<file path="src/rtl/wdg_pkg.sv">
package wdg_pkg;

    // Restart and reset key bytes; the order within each pair is behaviour.
    localparam logic [7:0] KICK_FIRST = 8'h1E;
    localparam logic [7:0] KICK_LAST  = 8'hE1;
    localparam logic [7:0] SWR_FIRST  = 8'h5A;
    localparam logic [7:0] SWR_LAST   = 8'hA5;

    typedef enum logic [1:0] {
        KEY_IDLE      = 2'd0,
        KEY_WAIT_KICK = 2'd1,
        KEY_WAIT_SWR  = 2'd2
    } key_st_e;

    typedef struct packed {
        logic ovf;
        logic swr;
    } flag_t;

endpackage

</file>
<file path="src/rtl/wdg_key_check.sv">
module wdg_key_check
    import wdg_pkg::*;
(
    input  logic       clk,
    input  logic       rst_n,
    input  logic       busy,
    input  logic       key_we,
    input  logic [7:0] key_data,
    output logic       ev_kick,
    output logic       ev_swr,
    output logic       ev_err
);

    typedef struct packed {
        key_st_e st;
    } key_reg_t;

    key_reg_t r_q, r_d;

    always_comb begin
        r_d     = r_q;
        ev_kick = 1'b0;
        ev_swr  = 1'b0;
        ev_err  = 1'b0;
        if (busy) begin
            r_d.st = KEY_IDLE;               // pulse drops a half-entered key
        end else if (key_we) begin
            unique case (r_q.st)
                KEY_IDLE: begin
                    if (key_data == KICK_FIRST)     r_d.st = KEY_WAIT_KICK;
                    else if (key_data == SWR_FIRST) r_d.st = KEY_WAIT_SWR;
                    else                            ev_err = 1'b1;
                end
                KEY_WAIT_KICK: begin
                    r_d.st = KEY_IDLE;
                    if (key_data == KICK_LAST) ev_kick = 1'b1;
                    else                       ev_err  = 1'b1;
                end
                KEY_WAIT_SWR: begin
                    r_d.st = KEY_IDLE;
                    if (key_data == SWR_LAST) ev_swr = 1'b1;
                    else                      ev_err = 1'b1;
                end
                default: r_d.st = KEY_IDLE;
            endcase
        end
    end

    always_ff @(posedge clk or negedge rst_n) begin
        if (!rst_n) r_q <= '{st: KEY_IDLE};
        else        r_q <= r_d;
    end

    AST_KEY_ONE_EVENT: assert property (@(posedge clk) disable iff (!rst_n)
        $onehot0({ev_kick, ev_swr, ev_err}))
        else $error("more than one key event");

    AST_BUSY_IGNORES: assert property (@(posedge clk) disable iff (!rst_n)
        busy |=> r_q.st == KEY_IDLE)
        else $error("key state kept across pulse");

endmodule

</file>
<file path="src/rtl/wdg_tmo_count.sv">
module wdg_tmo_count #(
    parameter int BASE_LOG = 4,
    parameter int SEL_W    = 2
) (
    input  logic             clk,
    input  logic             rst_n,
    input  logic             busy,
    input  logic             wdt_en,
    input  logic [SEL_W-1:0] tmo_sel,
    input  logic             cpu_idle,
    input  logic             idle_run,
    input  logic             ev_kick,
    output logic             ev_tmo
);

    localparam int NSEL = 1 << SEL_W;
    localparam int CW   = BASE_LOG + NSEL;

    typedef struct packed {
        logic [CW-1:0] cnt;
    } cnt_reg_t;

    cnt_reg_t      r_q, r_d;
    logic [CW-1:0] lim_m1;
    logic          tick;

    // Terminal count for each select code, one compare per code.
    always_comb begin
        lim_m1 = '0;
        for (int i = 0; i < NSEL; i++) begin
            if (tmo_sel == SEL_W'(i)) lim_m1 = CW'((64'd1 << (BASE_LOG + i)) - 64'd1);
        end
    end

    always_comb begin
        r_d    = r_q;
        tick   = wdt_en && (!cpu_idle || idle_run);
        ev_tmo = !busy && tick && !ev_kick && (r_q.cnt >= lim_m1);
        if (busy || !wdt_en || ev_kick || ev_tmo) r_d.cnt = '0;
        else if (tick)                            r_d.cnt = r_q.cnt + 1'b1;
    end

    always_ff @(posedge clk or negedge rst_n) begin
        if (!rst_n) r_q <= '{cnt: '0};
        else        r_q <= r_d;
    end

    AST_IDLE_HOLD: assert property (@(posedge clk) disable iff (!rst_n)
        (wdt_en && cpu_idle && !idle_run && !busy && !ev_kick) |=> $stable(r_q.cnt))
        else $error("count moved while idle");

    AST_DISABLED_ZERO: assert property (@(posedge clk) disable iff (!rst_n)
        !wdt_en |=> r_q.cnt == '0)
        else $error("count kept while disabled");

endmodule

</file>
<file path="src/rtl/wdg_pulse_gen.sv">
module wdg_pulse_gen #(
    parameter int PULSE_LEN = 16
) (
    input  logic clk,
    input  logic rst_n,
    input  logic start,
    output logic busy,
    output logic rst_pulse
);

    localparam int PW = $clog2(PULSE_LEN + 1);

    typedef struct packed {
        logic [PW-1:0] left;
    } pg_reg_t;

    pg_reg_t r_q, r_d;

    always_comb begin
        r_d  = r_q;
        busy = (r_q.left != '0);
        if (busy)       r_d.left = r_q.left - 1'b1;
        else if (start) r_d.left = PW'(PULSE_LEN);
        rst_pulse = busy;
    end

    always_ff @(posedge clk or negedge rst_n) begin
        if (!rst_n) r_q <= '{left: '0};
        else        r_q <= r_d;
    end

    AST_PULSE_START: assert property (@(posedge clk) disable iff (!rst_n)
        (start && !busy) |=> rst_pulse)
        else $error("pulse did not start");

endmodule

</file>
<file path="src/rtl/wdg_keyed.sv">
module wdg_keyed
    import wdg_pkg::*;
#(
    parameter int BASE_LOG  = 4,
    parameter int SEL_W     = 2,
    parameter int PULSE_LEN = 16
) (
    input  logic             clk,
    input  logic             rst_n,
    input  logic             key_we,
    input  logic [7:0]       key_data,
    input  logic             wdt_en,
    input  logic [SEL_W-1:0] tmo_sel,
    input  logic             cpu_idle,
    input  logic             idle_run,
    input  logic             flag_clr,
    output logic             rst_pulse,
    output logic             flag_ovf,
    output logic             flag_swr
);

    localparam int RW = $clog2(PULSE_LEN + 2) + 1;

    logic  busy, ev_kick, ev_swr, ev_err, ev_tmo;
    flag_t flags_q, flags_d;

    wdg_key_check i_key (
        .clk(clk), .rst_n(rst_n), .busy(busy),
        .key_we(key_we), .key_data(key_data),
        .ev_kick(ev_kick), .ev_swr(ev_swr), .ev_err(ev_err)
    );

    wdg_tmo_count #(.BASE_LOG(BASE_LOG), .SEL_W(SEL_W)) i_cnt (
        .clk(clk), .rst_n(rst_n), .busy(busy), .wdt_en(wdt_en),
        .tmo_sel(tmo_sel), .cpu_idle(cpu_idle), .idle_run(idle_run),
        .ev_kick(ev_kick), .ev_tmo(ev_tmo)
    );

    wdg_pulse_gen #(.PULSE_LEN(PULSE_LEN)) i_pg (
        .clk(clk), .rst_n(rst_n), .start(ev_tmo | ev_swr | ev_err),
        .busy(busy), .rst_pulse(rst_pulse)
    );

    // Sticky flags: only power-on reset and the clear strobe remove them.
    always_comb begin
        flags_d = flags_q;
        if (flag_clr) flags_d = '{ovf: 1'b0, swr: 1'b0};
        if (ev_tmo || ev_err) flags_d.ovf = 1'b1;
        if (ev_swr || ev_err) flags_d.swr = 1'b1;
    end

    always_ff @(posedge clk or negedge rst_n) begin
        if (!rst_n) flags_q <= '{ovf: 1'b0, swr: 1'b0};
        else        flags_q <= flags_d;
    end

    assign flag_ovf = flags_q.ovf;
    assign flag_swr = flags_q.swr;

    // Run-length counter used only by the pulse-length check.
    logic [RW-1:0] run_q;
    always_ff @(posedge clk or negedge rst_n) begin
        if (!rst_n)         run_q <= '0;
        else if (rst_pulse) run_q <= run_q + 1'b1;
        else                run_q <= '0;
    end

    AST_PULSE_LEN: assert property (@(posedge clk) disable iff (!rst_n)
        $fell(rst_pulse) |-> run_q == RW'(PULSE_LEN))
        else $error("pulse length wrong");

    AST_KICK_NO_RESET: assert property (@(posedge clk) disable iff (!rst_n)
        (ev_kick && !rst_pulse) |=> !rst_pulse)
        else $error("restart caused reset");

    AST_TMO_FLAG: assert property (@(posedge clk) disable iff (!rst_n)
        ev_tmo |=> flag_ovf)
        else $error("overflow flag missing");

    AST_SWR_FLAG: assert property (@(posedge clk) disable iff (!rst_n)
        ev_swr |=> (flag_swr && rst_pulse))
        else $error("software reset not flagged");

    AST_ERR_FLAGS: assert property (@(posedge clk) disable iff (!rst_n)
        ev_err |=> (flag_ovf && flag_swr && rst_pulse))
        else $error("bad key not flagged");

endmodule

</file>
<file path="config.mk">
export PLATFORM = sky130hd
export DESIGN_NAME = wdg_keyed
export DESIGN_NICKNAME = d
export VERILOG_FILES = /design/src/rtl/wdg_pkg.sv /design/src/rtl/wdg_key_check.sv /design/src/rtl/wdg_tmo_count.sv /design/src/rtl/wdg_pulse_gen.sv /design/src/rtl/wdg_keyed.sv
export SDC_FILE = /design/constraint.sdc
export NUM_CORES = 1
export LEC_CHECK = 0
export BUFFER_PORTS_ARGS = -buffer_cell sky130_fd_sc_hd__buf_2
export CORE_ASPECT_RATIO = 0.7
export CORE_UTILIZATION = 49
export DETAILED_ROUTE_END_ITERATION = 12
export PLACE_DENSITY = 0.74
export RECOVER_POWER = 100
export SYNTH_ARGS = -nofsm -noshare
export SYNTH_HDL_FRONTEND = slang
export SYNTH_HIERARCHICAL = 1
export SYNTH_SLANG_ARGS = --single-unit
</file>
<file path="constraint.sdc">
create_clock -name clk -period 2.5 [get_ports clk]
set_input_delay 0.75 -clock clk [delete_from_list [all_inputs] [get_ports clk]]
set_output_delay 0.75 -clock clk [all_outputs]
set_load 0.005 [all_outputs]
</file>
==> results of run 1 <==
==> what timing repair did <==
action,in CTS,in global routing
resized for setup,0,10
setup endpoints to repair,0,3
setup buffers,0,5
==> synth_stat cells <==
cell type,number
o211a_1,1
nor4_1,1
a31oi_1,1
and3b_1,1
and2_1,2
nand3_1,7
nand2_1,6
a21o_1,1
a21oi_2,1
ha_1,7
or2b_1,1
nand4b_4,1
nand4b_1,1
clkbuf_1,1
or4b_1,1
nor3_2,1
dfrtp_1,17
nand2b_4,2
or3_1,1
o21ai_0,4
nand4_1,4
and4_1,2
mux2i_1,2
a211oi_1,1
a21oi_1,5
nor4b_2,2
nor2_1,11
conb_1,1
o2111ai_2,1
xor2_1,7
inv_1,8
mux2_2,1
o21ai_1,1
nor3_1,1
and4bb_1,2
and3_1,2
buf_4,2
nor2b_1,3
nand2b_1,6
a31o_1,1
==> path summary, 6_finish.rpt <==
path / startpoint / endpoint / slack (ns) / cells after the start
setup / recovery: i_pg/r_q[0] / i_pg/r_q[1] / 0.07 / 14
hold / removal: flag_ovf / flag_ovf / 0.54 / 2
setup reg to reg: i_pg/r_q[0] / i_pg/r_q[1] / 0.07 / 14
hold reg to reg: flag_ovf / flag_ovf / 0.54 / 2
max in group asynchronous: rst_n / i_cnt/r_q[4] / 1.37 / 1
min in group asynchronous: rst_n / i_cnt/r_q[0] / 0.56 / 1
==> layout make-up <==
type / instances / area, um^2
Clock buffer: 4 / 26.3
Fill cell: 189 / 778
Inverter: 8 / 30.0
Multi-Input combinational cell: 93 / 728
Sequential cell: 17 / 425
Tap cell: 32 / 40.0
Timing Repair Buffer: 28 / 161
==> worst reg2reg max path: stages, from the launching register on <==
cell and delay, ns:
dfrtp_1 0.42, inv_2 0.08, ha_4 0.15, nand2b_4 0.07, nor3_4 0.13, inv_2 0.06, nor2b_2 0.15, nand3_2 0.11
nor4b_2 0.26, nor2_1 0.06, nand2_1 0.10, a31oi_1 0.06, or3_4 0.41, nand2b_1 0.15, mux2i_1 0.12
==> state kept, by name, indices dropped and copies added (netlist names) <==
register and flops:
i_cnt/r_q 8, i_key/r_q 2, i_pg/r_q 5, flag_ovf 1, flag_swr 1
==> routing by layer <==
layer / GRT usage / part of all wire
met5: 0 / 0
met4: 0.0465 / 0.0095
met3: 0.0640 / 0.041
met2: 0.295 / 0.43
met1: 0.299 / 0.52
==> cells by family (layout without fill, tap and decap cells) <==
group,count (synthesis),count (layout),share of synthesized area
fa+ha+maj,7,7,0.0753
other cells,1,1,0.00322
simple gates,58,58,0.337
buf+inv,11,40,0.0419
mux,3,3,0.0269
compound gates,17,17,0.0979
flops,17,17,0.366
xor+xnor,7,7,0.0527
==> cell usage in the layout, fill, tap and decap left out, drive strengths merged, types with 3 or more instances in the layout <==
master / synthesis / final
a21oi: 6 / 6
xor2: 7 / 7
nand3: 7 / 7
nor2: 11 / 11
clkbuf: 1 / 5
nand4: 4 / 4
dfrtp: 17 / 17
ha: 7 / 7
nand2b: 8 / 8
nand2: 6 / 6
inv: 8 / 8
buf: 2 / 27
o21ai: 5 / 5
nor2b: 3 / 3
==> through the flow <==
step | worst slack (ns) | utilization | std cells | total power (W)
floorplan | 0.120 | - | 121 | 0.000556
global placement | 0.0915 | 0.598 | 173 | 0.000635
detailed placement | 0.0614 | 0.598 | 173 | 0.000649
CTS | 0.0501 | 0.610 | 177 | 0.000798
global route | -0.0832 | 0.645 | 182 | 0.000952
finish | 0.0725 | 0.645 | 182 | 0.000891
==> power groups by stage <==
stage | clock network (W) | logic (W) | registers [W]
final | 0.000144 | 0.000366 | 0.000381
after global routing | 0.000165 | 0.000398 | 0.000389
after CTS | 0.000151 | 0.000271 | 0.000376
after detailed placement | 0 | 0.000268 | 0.000381
after global placement | 0 | 0.000256 | 0.000380
after floorplan | 0 | 0.000186 | 0.000370
==> summary.log, run 1 <==
[route] post-detailed-route via-to-cell ratio 5.27
[route] antenna viol nets, final 0
[timing] setup TNS 0 ns
[clocking] cts-stage hold buffer count 0
[power] share of power burned in registers 0.428
[setup_path] cell with the biggest individual delay on the critical path dfrtp_1
[power] power density over cell area 631 nW/um^2
[synth] mean post-synth cell area 9.62 um^2
[place] Placed Area 1310 um^2
[layout] Nets 175
[power] Sw Share 0.338
[timing] number of pins exceeding their max-slew limit in the final report 0
[floorplanning] Chip Width 60.2 um
[floorplanning] DIE AREA 2580 um^2
[timing] Clock Skew 0.00946 ns
[route] number of DRC markers in iteration 0 47
[setup_path] crit-path max cell delay 0.42 ns
[run_status] run status completed
[synth] share of the yosys chip area belonging to registers 0.366
[global_routing] gr ovfl total 0
[synth] Netlist cell types 40
[synth] post-synthesis instance area 1160 um^2
[timing] worst hold slack after final layout 0.536 ns
[setup_path] cells traversed along the worst timing path inv_2 -> ha_4 -> nand2b_4 -> nor3_4 -> inv_2 -> nor2b_2 -> nand3_2 -> nor4b_2 -> nor2_1 -> nand2_1 -> a31oi_1 -> or3_4 -> nand2b_1 -> mux2i_1
[clocking] Skew-Pair Late Insertion Delay 0.29 ns
[power] internal portion of total power 0.000589 W
[floorplanning] die span in y 42.8 um
[route] DRC violation count after routing 0
[route] routed vias 959
[clocking] clock tree buffer depth 2
[global_routing] maximum number of pins on one net before global-route repair 18
[timing] Final min period 2.43 ns
[clocking] cts bufs inserted 3
[global_routing] overall track demand over capacity in global routing 0.206
[clocking] total number of H-tree levels 1
[timing] Slew @ Worst Pin 0.919 ns
[synth] number of warnings printed during yosys synthesis 6
[route] number of optimization iterations in the first detailed-route pass 6
[clocking] Sinks on Clock Net 17
[worst_hold_path] kind of path behind the tightest hold check reg2reg
[timing] slew margin rel. 0.387
[synth] cell type with the highest aggregate area in the netlist dfrtp_1
[synth] cells after synthesis 121
[layout] fraction of final layout cells with drive strength greater than 1 0.313
[timing] hold violation count in the final report 0
[synth] biggest area contributors in the synthesized netlist dfrtp_1, ha_1, xor2_1
[synth] proportion of netlist area held by the largest area contributor 0.366
[setup_path] family of cells with the greatest summed delay on the critical path simple AND/OR/NAND/NOR gates
[setup_path] required time worst endpoint 2.72 ns
[route] Wirelength per Cell 13.4 um
[layout] area added between synthesis and finish 21.3%
[power] relative contribution of the clock network to total power 0.161
[setup_path] cell occurring most often along the worst timing path inv_2
[floorplanning] CORE AREA 2190 um^2
[synth] Synth Net Count 145
[global_routing] first-pass GRT wire length 3820 um
[route] total detailed-routing wirelength 2430 um
[timing] final setup vio count 0
[floorplanning] Top Ports 20
[timing] unrepaired setup endpoints after global routing true
[layout] diode count 0
[timing] share of the clock period used by the worst path after layout 0.971
[power] Static Leakage 0.661 nW
[synth] number of synthesized register bits 17
[timing] achievable clock frequency 412 MHz
[setup_path] Max Fanout on Critical Path 4
[layout] final instance area 1410 um^2
[setup_path] sort of element at the end of the critical path flop
[global_routing] antenna violations before repair 0
[place] I/O Buffers 19
[setup_path] arrival time reported for the critical path endpoint 2.65 ns
[clocking] TritonCTS clock tree built
[setup_path] type of the worst setup path reg2reg
[global_routing] vias in the first global route 851
[place] hpwl dp 1780 um
[clocking] Clock Pin Slew Worst Setup and Hold Paths 0.10 ns
[floorplanning] effective utilization at floorplan 0.531
[power] NetSw 0.000302 W
[setup_path] Startpoint Class flop
[power] part of the power in combinational logic 0.411
[clocking] root buffer cell clkbuf_4
[floorplanning] site row count 14
[job] number of max-cap violations 0
[place] RD Place Congestion 0.774
[power] VDD IR max 0.424 mV
[setup_path] worst path bufs/invs 2
Power figures use the tool's default switching activity.
==> run 2: changes to the inputs <==
--- a/config.mk
+++ b/config.mk
@@ -5,11 +5,12 @@
 export SDC_FILE = /design/constraint.sdc
 export NUM_CORES = 1
 export LEC_CHECK = 0
+export ABC_AREA = 1
 export BUFFER_PORTS_ARGS = -buffer_cell sky130_fd_sc_hd__buf_2
 export CORE_ASPECT_RATIO = 0.7
-export CORE_UTILIZATION = 49
+export CORE_UTILIZATION = 51
 export DETAILED_ROUTE_END_ITERATION = 12
-export PLACE_DENSITY = 0.74
+export PLACE_DENSITY = 0.75
 export RECOVER_POWER = 100
 export SYNTH_ARGS = -nofsm -noshare
 export SYNTH_HDL_FRONTEND = slang
==> summary.log, run 2 <==
[route] Wirelength per Cell 10.1 um [was 13.4 um]
[floorplanning] Chip Width 64.4 um [was 60.2 um]
[timing] final setup vio count 0 [unchanged]
[timing] Slew @ Worst Pin 0.949 ns [was 0.919 ns]
[power] VDD IR max 0.336 mV [was 0.424 mV]
[power] NetSw 0.000308 W [was 0.000302 W]
[setup_path] worst r2r path cells 14 [unchanged]
[worst_hold_path] kind of path behind the tightest hold check reg2reg [unchanged]
[place] hpwl dp 2160 um [was 1780 um]
[setup_path] family of cells with the greatest summed delay on the critical path buffers and inverters [was simple AND/OR/NAND/NOR gates]
[floorplanning] die span in y 45.7 um [was 42.8 um]
[worst_hold_path] worst hold path cell count 2 [unchanged]
[synth] Netlist cell types 29 [was 40]
[synth] ranking of synthesized cells by instance count nand2_1, inv_1, nor2_1, dfrtp_1, nand3_1 [was dfrtp_1, nor2_1, inv_1]
[power] internal portion of total power 0.000541 W [was 0.000589 W]
[timing] slew margin rel. 0.367 [was 0.387]
[setup_path] number of logic stages on the critical path including buffering 5 [was 14]
[clocking] root buffer cell clkbuf_8 [was clkbuf_4]
[clocking] Clock Pin Slew Worst Setup and Hold Paths 0.07 ns [was 0.10 ns]
[setup_path] arrival time reported for the critical path endpoint 1.42 ns [was 2.65 ns]
[synth] share of the yosys chip area belonging to registers 0.306 [was 0.366]
[global_routing] first-pass GRT wire length 4800 um [was 3820 um]
[timing] achievable clock frequency 460 MHz [was 412 MHz]
[setup_path] sort of element at the end of the critical path output pin [was flop]
[synth] prevailing post-synth register cell dfrtp_1 [unchanged]
[timing] share of the clock period used by the worst path after layout 0.870 [was 0.971]
[synth] proportion of netlist area held by the largest area contributor 0.306 [was 0.366]
[route] post-detailed-route via-to-cell ratio 4.58 [was 5.27]
[power] Static Leakage 0.857 nW [was 0.661 nW]
[global_routing] vias in the first global route 1056 [was 851]
[layout] most frequent cells in the layout nand2_1, inv_1, nor2_1, dfrtp_1, buf_2 [was buf_2, dfrtp_1, nor2_1, buf_4, xor2_1]
[route] routed vias 1227 [was 959]
[setup_path] Startpoint Class flop [unchanged]
[floorplanning] DIE AREA 2940 um^2 [was 2580 um^2]
[power] relative contribution of the clock network to total power 0.244 [was 0.161]
[synth] cell type with the highest aggregate area in the netlist dfrtp_1 [unchanged]
[clocking] total number of H-tree levels 1 [unchanged]
[clocking] post-CTS setup buffers 0 [unchanged]
[clocking] cts-stage hold buffer count 0 [unchanged]
[route] DRC violation count after routing 0 [unchanged]
[synth] Synth Net Count 234 [was 145]
[layout] fin cells 268 [was 182]
[setup_path] cell with the biggest individual delay on the critical path dfrtp_1 [unchanged]
[place] RD Place Congestion 0.833 [was 0.774]
[synth] count of flip-flops with a built-in enable after synthesis 0 [unchanged]
[setup_path] crit-path max cell delay 0.36 ns [was 0.42 ns]
[layout] diode count 0 [unchanged]
[setup_path] critical path launch point i_pg/r_q[0] [unchanged]
[setup_path] R2R Path Start i_pg/r_q[0] [unchanged]
[layout] fraction of final layout cells with drive strength greater than 1 0.158 [was 0.313]
[power] Sw Share 0.363 [was 0.338]
[timing] unrepaired setup endpoints after global routing false [was true]
[clocking] cts bufs inserted 3 [unchanged]
[setup_path] setup slack of the worst register-to-register path 0.37 ns [was 0.07 ns]
[power] share of power burned in registers 0.424 [was 0.428]
[timing] Clock Skew 0.00879 ns [was 0.00946 ns]
[floorplanning] effective utilization at floorplan 0.552 [was 0.531]
[layout] biggest registers after layout i_cnt/r_q x8, i_pg/r_q x5, i_key/r_q x2 [unchanged]
[synth] post-synthesis instance area 1390 um^2 [was 1160 um^2]
[clocking] Skew-Pair Late Insertion Delay 0.26 ns [was 0.29 ns]
[synth] biggest area contributors in the synthesized netlist dfrtp_1, nand2_1, inv_1 [was dfrtp_1, ha_1, xor2_1]
[floorplanning] site row count 15 [was 14]
[layout] flip-flop count of the largest register after layout 8 [unchanged]
[power] Total Power Consumption 0.000850 W [was 0.000891 W]
[place] placed cell count 264 [was 173]
[clocking] Sinks on Clock Net 17 [unchanged]
[setup_path] crit path to rst_pulse [was i_pg/r_q[1]]
[synth] cells after synthesis 210 [was 121]
[floorplanning] CORE AREA 2510 um^2 [was 2190 um^2]
[setup_path] type of the worst setup path reg2out [was reg2reg]
[route] total detailed-routing wirelength 2700 um [was 2430 um]
[layout] Final Core Density 0.607 [was 0.645]
[floorplanning] Top Ports 20 [unchanged]
[global_routing] antenna violations before repair 0 [unchanged]
[global_routing] maximum number of pins on one net before global-route repair 18 [unchanged]
[route] antenna viol nets, final 0 [unchanged]
[setup_path] critical register-to-register path endpoint i_pg/r_q[1] [unchanged]
[timing] number of pins exceeding their max-slew limit in the final report 0 [unchanged]
[timing] Worst Slack Setup Final 0.326 ns [was 0.0725 ns]
[global_routing] gr ovfl total 0 [unchanged]
[job] number of max-cap violations 0 [unchanged]
[timing] setup TNS 0 ns [unchanged]
[timing] hold violation count in the final report 0 [unchanged]
[clocking] Post-CTS Resized 0 [unchanged]
[layout] area added between synthesis and finish 10.0% [was 21.3%]
[synth] Synth async-reset ratio 1.00 [unchanged]
[clocking] TritonCTS clock tree built [unchanged]
[setup_path] worst path bufs/invs 3 [was 2]
[layout] Biggest register i_cnt/r_q [unchanged]
[synth] mean post-synth cell area 6.61 um^2 [was 9.62 um^2]
[run_status] run status completed [unchanged]
[power] power density over cell area 556 nW/um^2 [was 631 nW/um^2]
[place] pre-CTS setup slack 0.274 ns [was 0.0614 ns]
[layout] leading cell type in the layout, fill and taps excluded nand2_1 [was buf_2]
[global_routing] overall track demand over capacity in global routing 0.219 [was 0.206]
[setup_path] Max Fanout on Critical Path 10 [was 4]
[power] part of the power in combinational logic 0.331 [was 0.411]
[route] number of DRC markers in iteration 0 99 [was 47]
[place] I/O Buffers 19 [unchanged]
[setup_path] cells traversed along the worst timing path inv_1 -> ha_1 -> nand3_4 -> buf_4 -> buf_2 [was inv_2 -> ha_4 -> nand2b_4 -> nor3_4 -> inv_2 -> nor2b_2 -> nand3_2 -> nor4b_2 -> nor2_1 -> nand2_1 -> a31oi_1 -> or3_4 -> nand2b_1 -> mux2i_1]
[synth] number of warnings printed during yosys synthesis 6 [unchanged]
[layout] Nets 259 [was 175]
[timing] Final min period 2.17 ns [was 2.43 ns]
[route] number of optimization iterations in the first detailed-route pass 5 [was 6]
[synth] number of synthesized register bits 17 [unchanged]
[setup_path] required time worst endpoint 1.75 ns [was 2.72 ns]
[clocking] clock tree buffer depth 2 [unchanged]
[synth] top-count cell post-synth nand2_1 [was dfrtp_1]
-- run 2: cell types whose count changed after synthesis, moves of 5 or more --
cell / previous run / this run
nand2_1: 6 / 61
inv_1: 8 / 40
nor2_1: 11 / 32
xor2_1: 7 / 0
nand2b_1: 6 / 0
nor2_2: 0 / 5
-- run 2: layout make-up --
| class | count | area, um^2 |
|---|---|---|
| tap | 34 | 42.5 |
| inverter | 41 | 154 |
| timing repair buffer | 21 | 104 |
| multi-input combinational | 151 | 756 |
| clock inverter | 1 | 5.00 |
| sequential | 17 | 425 |
| fill | 256 | 987 |
| clock buffer | 3 | 41.3 |
-- run 2: logic make-up (layout without fill, tap and decap cells) --
| kind of cell | Yosys count | count (layout) | share of synthesized area |
|---|---|---|---|
| DFF | 17 | 17 | 0.306 |
| buffers and inverters | 42 | 66 | 0.116 |
| adders and majority gates | 7 | 7 | 0.0631 |
| AOI/OAI and AO/OA | 9 | 9 | 0.0396 |
| other | 1 | 1 | 0.00270 |
| and+or+nand+nor | 134 | 134 | 0.472 |
-- run 2: worst min-delay path, delay by kind of cell (launching register included) --
kind	cells	cell delay, ns
simple gates	2	0.12
flops	1	0.34
-- run 2: metal layers --
metal | share of wire | vias to the layer above | global-route usage
li1 | - | 689 | -
met3 | 0.047 | 2 | 0.0625
met1 | 0.58 | 516 | 0.336
met2 | 0.37 | 20 | 0.301
met5 | 0 | - | 0
met4 | 0.0030 | 0 | 0.0400
-- run 2: through the flow --
stage	hold WS (ns)	cell area [um^2]
floorplan	0.454	1390
global placement	0.455	1530
detailed placement	0.455	1530
CTS	0.412	1580
global route	0.531	1530
finish	0.484	1530
-- run 2: power by group through the flow --
stage	clock network, W	registers, W	logic [W]
3_5_place_dp	0	0.000365	0.000297
3_3_place_gp	0	0.000366	0.000289
2_1_floorplan	0	0.000359	0.000222
5_1_grt	0.000224	0.000369	0.000329
4_1_cts	0.000214	0.000360	0.000299
6_report	0.000208	0.000361	0.000281
-- run 2: how the worst min path moves through the flow --
stage / startpoint / to
3_5_place_dp: flag_swr / flag_swr
6_report: flag_swr / flag_swr
3_3_place_gp: flag_swr / flag_swr
4_1_cts: rst_n / i_pg/r_q[3]
2_1_floorplan: rst_n / flag_ovf
5_1_grt: flag_ovf / flag_ovf
==> run 3: changes to the inputs <==
--- a/config.mk
+++ b/config.mk
@@ -10,6 +10,7 @@
 export CORE_ASPECT_RATIO = 0.7
 export CORE_UTILIZATION = 51
 export DETAILED_ROUTE_END_ITERATION = 12
+export MAX_ROUTING_LAYER = met4
 export PLACE_DENSITY = 0.75
 export RECOVER_POWER = 100
 export SYNTH_ARGS = -nofsm -noshare
==> summary.log, run 3 (synthesized netlist as in run 2, its figures left out) <==
[route] number of optimization iterations in the first detailed-route pass 5 [unchanged]
[power] VDD IR max 0.336 mV [about the same]
[timing] Slew @ Worst Pin 0.949 ns [about the same]
[job] number of max-cap violations 0 [unchanged]
[power] share of power burned in registers 0.424 [about the same]
[setup_path] R2R Path Start i_pg/r_q[0] [unchanged]
[floorplanning] DIE AREA 2940 um^2 [unchanged]
[global_routing] maximum number of pins on one net before global-route repair 18 [unchanged]
[timing] number of pins exceeding their max-slew limit in the final report 0 [unchanged]
[power] relative contribution of the clock network to total power 0.245 [was 0.244]
[setup_path] sort of element at the end of the critical path output pin [unchanged]
[global_routing] gr ovfl total 0 [unchanged]
[clocking] Post-CTS Resized 0 [unchanged]
[timing] unrepaired setup endpoints after global routing false [unchanged]
[clocking] cts-stage hold buffer count 0 [unchanged]
[power] internal portion of total power 0.000542 W [was 0.000541 W]
[layout] fraction of final layout cells with drive strength greater than 1 0.158 [unchanged]
[setup_path] setup slack of the worst register-to-register path 0.37 ns [about the same]
[timing] Clock Skew 0.00912 ns [was 0.00879 ns]
[timing] hold violation count in the final report 0 [unchanged]
[place] pre-CTS setup slack 0.274 ns [unchanged]
[timing] worst hold slack after final layout 0.484 ns [about the same]
[layout] Nets 259 [unchanged]
[floorplanning] die span in y 45.7 um [unchanged]
[floorplanning] Top Ports 20 [unchanged]
[power] power density over cell area 557 nW/um^2 [was 556 nW/um^2]
[worst_hold_path] Hold Path Origin flag_swr [unchanged]
[clocking] root buffer cell clkbuf_8 [unchanged]
[global_routing] vias in the first global route 1056 [unchanged]
[global_routing] first-pass GRT wire length 4800 um [unchanged]
[layout] biggest registers after layout i_cnt/r_q x8, i_pg/r_q x5, i_key/r_q x2 [unchanged]
[timing] setup TNS 0 ns [unchanged]
[setup_path] type of the worst setup path reg2out [unchanged]
[clocking] clock tree buffer depth 2 [unchanged]
[route] DRC violation count after routing 0 [unchanged]
[route] Wirelength per Cell 10.0 um [was 10.1 um]
[setup_path] arrival time reported for the critical path endpoint 1.43 ns [was 1.42 ns]
[clocking] total number of H-tree levels 1 [unchanged]
[layout] register cell area after layout 425 um^2 [unchanged]
[layout] most frequent cells in the layout nand2_1, inv_1, nor2_1, dfrtp_1, buf_2 [unchanged]
[layout] number of inserted filler cells in the final layout 256 [unchanged]
[worst_hold_path] worst hold path cell count 2 [unchanged]
[clocking] post-CTS setup buffers 0 [unchanged]
[route] antenna viol nets, final 0 [unchanged]
[clocking] Sinks on Clock Net 17 [unchanged]
[timing] final setup vio count 0 [unchanged]
[layout] combined area of the multi-input logic cells 756 um^2 [unchanged]
[power] Static Leakage 0.857 nW [unchanged]
[layout] flip-flop count of the largest register after layout 8 [unchanged]
[place] hpwl dp 2160 um [unchanged]
[route] total detailed-routing wirelength 2690 um [was 2700 um]
[timing] Worst Slack Setup Final 0.324 ns [was 0.326 ns]
[clocking] cts bufs inserted 3 [unchanged]
[timing] Final min period 2.18 ns [was 2.17 ns]
[worst_hold_path] kind of path behind the tightest hold check reg2reg [unchanged]
[layout] Biggest register i_cnt/r_q [unchanged]
[timing] achievable clock frequency 460 MHz [about the same]
[timing] share of the clock period used by the worst path after layout 0.870 [about the same]
[power] NetSw 0.000309 W [was 0.000308 W]
[timing] slew margin rel. 0.367 [about the same]
[route] routed vias 1229 [was 1227]
[setup_path] critical register-to-register path endpoint i_pg/r_q[1] [unchanged]
[setup_path] required time worst endpoint 1.75 ns [about the same]
[power] part of the power in combinational logic 0.331 [about the same]
[worst_hold_path] Endpoint, Worst Hold flag_swr [unchanged]
[place] RD Place Congestion 0.846 [was 0.833]
[clocking] TritonCTS clock tree built [unchanged]
[floorplanning] site row count 15 [unchanged]
[route] post-detailed-route via-to-cell ratio 4.59 [was 4.58]
[clocking] Skew-Pair Late Insertion Delay 0.26 ns [about the same]
[power] Sw Share 0.363 [about the same]
[setup_path] Startpoint Class flop [unchanged]
[run_status] run status completed [unchanged]
[floorplanning] effective utilization at floorplan 0.552 [unchanged]
[floorplanning] Chip Width 64.4 um [unchanged]
[setup_path] Max Fanout on Critical Path 10 [unchanged]
[layout] area added between synthesis and finish 10.0% [unchanged]
[clocking] Clock Pin Slew Worst Setup and Hold Paths 0.07 ns [about the same]
[floorplanning] CORE AREA 2510 um^2 [unchanged]
[global_routing] antenna violations before repair 0 [unchanged]
[power] Total Power Consumption 0.000850 W [about the same]
[setup_path] worst r2r path cells 14 [unchanged]
[route] number of DRC markers in iteration 0 100 [was 99]
[layout] diode count 0 [unchanged]
[place] I/O Buffers 19 [unchanged]
[layout] leading cell type in the layout, fill and taps excluded nand2_1 [unchanged]
[global_routing] overall track demand over capacity in global routing 0.226 [was 0.219]
==> run 3: cell counts in the layout (fill, tap and decap cells not counted) <==
No cell type changed its count.
==> run 3: power groups by stage <==
stage | Combinational (W) | Clock, W | Sequential [W]
3_5_place_dp | 0.000297 | 0 | 0.000365
4_1_cts | 0.000299 | 0.000214 | 0.000360
5_1_grt | 0.000329 | 0.000224 | 0.000369
2_1_floorplan | 0.000222 | 0 | 0.000359
3_3_place_gp | 0.000289 | 0 | 0.000366
6_report | 0.000281 | 0.000209 | 0.000361
==> run 3: worst max-delay path by stage <==
stage           startpoint  cells after the start  slack, ns          end
6_report       i_pg/r_q[0]                      5       0.32    rst_pulse
5_1_grt        i_pg/r_q[0]                     14       0.09  i_pg/r_q[1]
4_1_cts        i_pg/r_q[0]                      5       0.29    rst_pulse
3_5_place_dp   key_data[1]                     15       0.27  i_pg/r_q[4]
3_3_place_gp   key_data[1]                     15       0.31  i_pg/r_q[4]
2_1_floorplan  key_data[0]                     15       0.41  i_pg/r_q[4]
==> run 3: critical path: stages, from the launching register on <==
cell	delay [ns]
dfrtp_1	0.36
inv_1	0.11
ha_1	0.30
nand3_4	0.09
buf_4	0.17
buf_2	0.13
==> run 3: through the flow <==
step / instances / instance area, um^2 / utilization
2_1_floorplan: 210 / 1390 / -
3_3_place_gp: 264 / 1530 / 0.610
3_5_place_dp: 264 / 1530 / 0.610
4_1_cts: 268 / 1580 / 0.628
5_1_grt: 268 / 1530 / 0.607
6_report: 268 / 1530 / 0.607
==> run 3: routing by layer <==
layer / wire, um / track usage
met1: 1560 / 0.336
met2: 995 / 0.301
met3: 130 / 0.0625
met4: 8 / 0.0400
met5: 0 / -
==> run 3: cell type report <==
type,instances,share of cell area
multi-input combinational,151,0.495
sequential,17,0.278
inverter,41,0.101
timing repair buffer,21,0.0680
tap,34,0.0278
clock buffer,3,0.0270
clock inverter,1,0.00328
